$ cat config.mk
export PLATFORM = sky130hd
export DESIGN_NAME = uplink_framer
export DESIGN_NICKNAME = d
export VERILOG_FILES = /design/src/rtl/uplink_pkg.sv /design/src/rtl/uplink_fifo.sv /design/src/rtl/uplink_tracker.sv /design/src/rtl/uplink_causes.sv /design/src/rtl/uplink_framer.sv
export SDC_FILE = /design/constraint.sdc
export NUM_CORES = 2
export LEC_CHECK = 0
export ABC_AREA = 0
export BUFFER_PORTS_ARGS = -buffer_cell sky130_fd_sc_hd__buf_2
export CELL_PAD_IN_SITES_DETAIL_PLACEMENT = 0
export CELL_PAD_IN_SITES_GLOBAL_PLACEMENT = 1
export CORE_ASPECT_RATIO = 1.4
export CORE_UTILIZATION = 60
export CTS_BUF_LIST = sky130_fd_sc_hd__clkbuf_16
export DETAILED_ROUTE_END_ITERATION = 10
export PLACE_DENSITY_LB_ADDON = 0.3
export SLEW_MARGIN = 20
export SYNTH_ARGS = -nofsm -noshare
export SYNTH_HDL_FRONTEND = slang
export SYNTH_MEMORY_MAX_BITS = 65536
export SYNTH_SLANG_ARGS = --single-unit
export TNS_END_PERCENT = 1
$ cat constraint.sdc
create_clock -name clk -period 14.6 [get_ports clk]
set_input_delay 3.65 -clock clk [delete_from_list [all_inputs] [get_ports clk]]
set_output_delay 3.65 -clock clk [all_outputs]
set_load 0.02 [all_outputs]
$ cat src/rtl/uplink_pkg.sv
// Shared types for the uplink command framer.
// Assumes 16-bit command words; one FIFO entry is a word plus its first-word flag.
package uplink_pkg;
    localparam int WORD_W = 16;

    // Position of each sticky cause in the status vector
    localparam int CAUSE_DONE = 0;
    localparam int CAUSE_LERR = 1;
    localparam int CAUSE_OVF  = 2;
    localparam int CAUSE_N    = 3;

    typedef struct packed {
        logic              first;
        logic [WORD_W-1:0] word;
    } cmd_entry_t;
endpackage

$ cat src/rtl/uplink_fifo.sv
// Word FIFO with flush. Push is ignored while full; pop is ignored while empty;
// flush wins over push and pop in the same cycle.
// Assumes DEPTH >= 2. Pointers wrap explicitly, so DEPTH need not be a power of two.
module uplink_fifo
    import uplink_pkg::*;
#(
    parameter int DEPTH = 256
) (
    input  logic                         clk,
    input  logic                         rst_n,
    input  logic                         flush_i,
    input  logic                         push_i,
    input  cmd_entry_t                   din_i,
    input  logic                         pop_i,
    output cmd_entry_t                   head_o,
    output logic                         empty_o,
    output logic                         full_o,
    output logic [$clog2(DEPTH+1)-1:0]   count_o
);
    localparam int PTR_W = $clog2(DEPTH);
    localparam int CNT_W = $clog2(DEPTH+1);

    cmd_entry_t       mem [DEPTH];
    logic [PTR_W-1:0] wr_ptr, rd_ptr;
    logic [CNT_W-1:0] count_q;
    logic             push_ok, pop_ok;

    assign empty_o = (count_q == '0);
    assign full_o  = (count_q == CNT_W'(DEPTH));
    assign push_ok = push_i && !full_o && !flush_i;
    assign pop_ok  = pop_i && !empty_o && !flush_i;
    assign head_o  = mem[rd_ptr];
    assign count_o = count_q;

    // Store the incoming entry at the write pointer
    always_ff @(posedge clk) begin
        if (push_ok) mem[wr_ptr] <= din_i;
    end

    // Advance pointers and the fill count
    always_ff @(posedge clk) begin
        if (!rst_n || flush_i) begin
            wr_ptr  <= '0;
            rd_ptr  <= '0;
            count_q <= '0;
        end else begin
            if (push_ok)
                wr_ptr <= (wr_ptr == PTR_W'(DEPTH-1)) ? '0 : wr_ptr + PTR_W'(1);
            if (pop_ok)
                rd_ptr <= (rd_ptr == PTR_W'(DEPTH-1)) ? '0 : rd_ptr + PTR_W'(1);
            case ({push_ok, pop_ok})
                2'b10:   count_q <= count_q + CNT_W'(1);
                2'b01:   count_q <= count_q - CNT_W'(1);
                default: count_q <= count_q;
            endcase
        end
    end
endmodule

$ cat src/rtl/uplink_tracker.sv
// Packet tracker: while enabled, reads the word stream as a length followed by
// that many body words. Flags the length word, pulses done on the last body word,
// and pulses a length error on a zero length. Disable returns it to length-wait.
// Assumes at most one word per cycle; every received word counts, stored or not.
module uplink_tracker
    import uplink_pkg::*;
(
    input  logic              clk,
    input  logic              rst_n,
    input  logic              enable_i,
    input  logic              word_valid_i,
    input  logic [WORD_W-1:0] word_i,
    output logic              first_o,
    output logic              done_o,
    output logic              len_err_o
);
    logic              await_len;
    logic [WORD_W-1:0] remain;

    assign first_o   = enable_i && await_len;
    assign len_err_o = enable_i && word_valid_i && await_len && (word_i == '0);
    assign done_o    = enable_i && word_valid_i && !await_len && (remain == WORD_W'(1));

    // Follow the length and body words of the current packet
    always_ff @(posedge clk) begin
        if (!rst_n || !enable_i) begin
            await_len <= 1'b1;
            remain    <= '0;
        end else if (word_valid_i) begin
            if (await_len) begin
                if (word_i != '0) begin
                    remain    <= word_i;
                    await_len <= 1'b0;
                end
            end else begin
                remain <= remain - WORD_W'(1);
                if (remain == WORD_W'(1)) await_len <= 1'b1;
            end
        end
    end
endmodule

$ cat src/rtl/uplink_causes.sv
// Sticky interrupt causes. A set in the same cycle as a clear leaves the cause set.
// Assumes set and clear are single-cycle pulses.
module uplink_causes
    import uplink_pkg::*;
(
    input  logic               clk,
    input  logic               rst_n,
    input  logic [CAUSE_N-1:0] set_i,
    input  logic               clear_i,
    output logic [CAUSE_N-1:0] cause_o,
    output logic               irq_o
);
    logic [CAUSE_N-1:0] cause_q;

    // Hold each cause until acknowledged
    always_ff @(posedge clk) begin
        if (!rst_n) cause_q <= '0;
        else        cause_q <= (clear_i ? '0 : cause_q) | set_i;
    end

    assign cause_o = cause_q;
    assign irq_o   = |cause_q;
endmodule

$ cat src/rtl/uplink_framer.sv
// Uplink command packet framer top. Stores every received word in the FIFO,
// tags length words while tracking is enabled, and raises sticky causes.
// Assumes the data-port read strobe lasts one cycle per bus read.
module uplink_framer
    import uplink_pkg::*;
#(
    parameter int FIFO_DEPTH = 256
) (
    input  logic              clk,
    input  logic              rst_n,
    input  logic              word_valid_i,
    input  logic [WORD_W-1:0] word_i,
    input  logic              ctrl_enable_i,
    input  logic              rd_strobe_i,
    output logic [31:0]       rd_data_o,
    input  logic              fifo_reset_i,
    input  logic              irq_clear_i,
    output logic [CAUSE_N-1:0] status_o,
    output logic              irq_o
);
    localparam int CNT_W = $clog2(FIFO_DEPTH+1);

    cmd_entry_t         in_entry, head;
    logic               tag_first, pkt_done, len_err;
    logic               fifo_empty, fifo_full;
    logic [CNT_W-1:0]   fill_cnt;
    logic [CAUSE_N-1:0] cause_set;

    uplink_tracker trk_i (
        .clk          (clk),
        .rst_n        (rst_n),
        .enable_i     (ctrl_enable_i),
        .word_valid_i (word_valid_i),
        .word_i       (word_i),
        .first_o      (tag_first),
        .done_o       (pkt_done),
        .len_err_o    (len_err)
    );

    assign in_entry = '{first: tag_first, word: word_i};

    uplink_fifo #(.DEPTH(FIFO_DEPTH)) fifo_i (
        .clk     (clk),
        .rst_n   (rst_n),
        .flush_i (fifo_reset_i),
        .push_i  (word_valid_i),
        .din_i   (in_entry),
        .pop_i   (rd_strobe_i),
        .head_o  (head),
        .empty_o (fifo_empty),
        .full_o  (fifo_full),
        .count_o (fill_cnt)
    );

    // Gather this cycle's cause events
    always_comb begin
        cause_set             = '0;
        cause_set[CAUSE_DONE] = pkt_done;
        cause_set[CAUSE_LERR] = len_err;
        cause_set[CAUSE_OVF]  = word_valid_i && fifo_full;
    end

    uplink_causes cz_i (
        .clk     (clk),
        .rst_n   (rst_n),
        .set_i   (cause_set),
        .clear_i (irq_clear_i),
        .cause_o (status_o),
        .irq_o   (irq_o)
    );

    assign rd_data_o = {!fifo_empty, 14'd0, fifo_empty ? 17'd0 : head};
endmodule

==> metrics.yaml <==
floorplan:
  start_util_pct: 60.3
  pin_count: 59
  die_h_microns: 633
  core_sq_mm: 0.283
  num_rows: 231
  die-area_sq_mm: 0.287
  die_width_microns: 453
placed_design:
  gp_routability_congestion: 0.931
  portBuffers: 44
  dp_hpwl_mm: 296
  numPlacedInstances: 12000
power:
  power_per_cell_area_mw_per_mm2: 131
  total_power_uw: 24900
  ir_drop_uv: 142
  p_leak_uw: 0.0567
worst_setup_path:
  critPathRequiredTime_ns: 10.95
  crit_top_cell: "buf_4"
  crit_chain: "buf_4 -> buf_4 -> mux4_2 -> a2111oi_0 -> or3_1 -> nor4_1 -> nand4_1 -> o31ai_1 -> buf_2"
  reg2regPathDepth: 14
  critPathKind: "reg2out"
  crit_path_top_delay_cell: "buf_4"
  path_max_fanout: 62
  cp_data_arrival_time_ns: 6.89
  r2r_setup_slack_ns: 9.73
  cp-end-kind: "output port"
  cpPeakStageDelay_ns: 0.96
  cp-start-kind: "register"
  reg2reg_to: "fifo_i.count_o[8]$_SDFFE_PP0P_"
  r2r_start: "fifo_i.count_o[6]$_SDFFE_PP0P_"
sta:
  hold_slack_ns: 0.497
  fin_tns_setup_ns: 0
  finClkSkew_ns: 0.0594
  hold_viol: 0
  rsz0062_at_grt: "false"
  slew_headroom_pct: 10.8
  tightestPinTransition_ns: 1.32
  fmax_mhz: 94.9
  fin_crit_ns: 10.54
  finalSetupViolCount: 0
  drv_slew: 0
  period_share_pct: 72.2
clocking:
  cts_resized: 0
  htreeDepth: 5
  post_cts_buffers: 0
  clk_path_buf_depth: 4
  clock_latency_ns: 0.96
  cts_root_buf: "clkbuf_16"
  clkSinkCount: 4405
  path_clk_slew_ns: 0.07
  cts_tree: "yes"
  cts_buffers: 391
  hold_buffers: 0
flow_run:
  drv_cap: 0
yosys:
  synth.top_cell.area_share_pct: 76.6
  synth-seq-area-share_pct: 77.2
  synthTopCellsByCount: "edfxtp_1 (4352), mux4_2 (799), mux2i_1 (580)"
  synth_area_per_cell_sq_um: 20.6
  synthFlopType: "edfxtp_1"
  yosysWarnings: 0
  async_flop_share_pct: 0
  ys_types: 79
  synth_area_leaders: "edfxtp_1 (77%), mux4_2 (11%), mux2i_1 (3.4%)"
  synth_cells: 8279
  netlist_area_sq_mm: 0.171
  synth_top_area_cell: "edfxtp_1"
  ys_ff_latch: 4405
  synth_edf_count: 4352
  synth.most_common_cell: "edfxtp_1"
final_layout:
  post-route-util_pct: 67.0
  num-nets-final: 8693
  instances_no_fill: 12800
  n_fill_cell: 17700
  final_layout_size_suffix_gt1_share_pct: 22.2
  area_delta_synth_final_pct: 11.0
global_route:
  grt_start_max_net_pins: 196
  grt_pass1_vias: 87200
  grt_pass1_wl_mm: 671
  grt-ovfl-total: 0
  grt_util_all_layers_pct: 33.9
  antenna_found_initial: 50
detailed_routing:
  route.detailed.drc: 0
  firstDrtPassIters: 6
  postRouteAntennaNets: 0
  drtIter0Drc: 13200
  wl_mm: 484
  drt-wirelength-per-cell_microns: 37.9
  avgViaCountPerCell: 6.96
  via_count: 88700
status:
  status: "completed"
worst_hold_path:
  whs_endpoint: "trk_i.remain[1]$_SDFFE_PP0P_"
  whs_path_depth: 2
  worstHoldPathType: "reg2reg"
  worstHoldStart: "trk_i.remain[1]$_SDFFE_PP0P_"
==> where the power goes <==
group	internal (uW)	switching, uW
clock network	5950	4570
registers	13900	4.10
logic	97.9	352
total	19900	4930
==> registers in the layout, indices dropped and copies added, names as in the netlist, named ones only <==
name	cells
fifo_i.count_o	9
trk_i.await_len	1
trk_i.remain	16
fifo_i.rd_ptr	8
fifo_i.wr_ptr	8
fifo_i.mem	4352
cz_i.cause_o	3
==> cells by family after synthesis <==
kind of cell	Yosys count	synth area share, %
xor+xnor	19	0.0975
buf+inv	527	2.01
flops	4405	77.2
compound gates	911	3.74
other cells	1	0.00220
simple gates	1013	2.82
mux	1393	14.1
fa+ha+maj	10	0.0733
==> cells in the final DEF (no fill, tap or decap), types with 126 or more instances in the layout <==
master and count:
nor2_1 402, edfxtp_1 4352, clkbuf_16 400, o22ai_1 236
buf_4 426, nand2_1 126, mux2i_1 580, mux4_2 799
a21oi_1 126, o221ai_1 194
==> worst max-delay path: cells and delay by family, from the launching register on <==
kind,cells,cell delay [ns]
flip-flops,1,0.91
AND/OR/NAND/NOR,3,2.04
multiplexers,1,0.33
buffers and inverters,3,2.02
AO/OA/AOI/OAI,2,0.58
==> layout make-up <==
type / count / area [sq um] / area share [%]
flip-flops and latches: 4405 / 132000 / 69.5
clock buffers: 400 / 10000 / 5.28
inverters: 13 / 53.8 / 0.0284
clock inverters: 310 / 2970 / 1.57
well taps: 3728 / 4660 / 2.46
diodes: 51 / 128 / 0.0673
multi-input cells: 3360 / 36000 / 19.0
repair buffers: 489 / 3960 / 2.09
==> per-stage QoR <==
stage / worst slack [ns] / area, sq um
floorplan: 6.84 / 171000
global placement: 4.67 / 176000
finish: 4.06 / 190000
global route: 3.79 / 189000
CTS: 3.98 / 189000
detailed placement: 4.95 / 176000
==> layer usage <==
layer	GRT usage, %	part of all wire (%)	up-vias
met2	53.5	48	5736
met5	0	0.055	-
li1	-	-	35400
met1	42.9	33	46400
met4	22.8	7.9	24
met3	6.61	10	1148
==> worst max path at each step <==
stage / start / to / cells past startpoint
6_report: register / rd_data_o[2] / 9
5_1_grt: register / rd_data_o[12] / 9
4_1_cts: register / rd_data_o[12] / 9
3_5_place_dp: register / rd_data_o[12] / 9
3_3_place_gp: register / rd_data_o[0] / 9
2_1_floorplan: ctrl_enable_i / fifo_i.mem[0][16]$_DFFE_PP_ / 1
No activity file was read; power rests on OpenSTA's default activity.
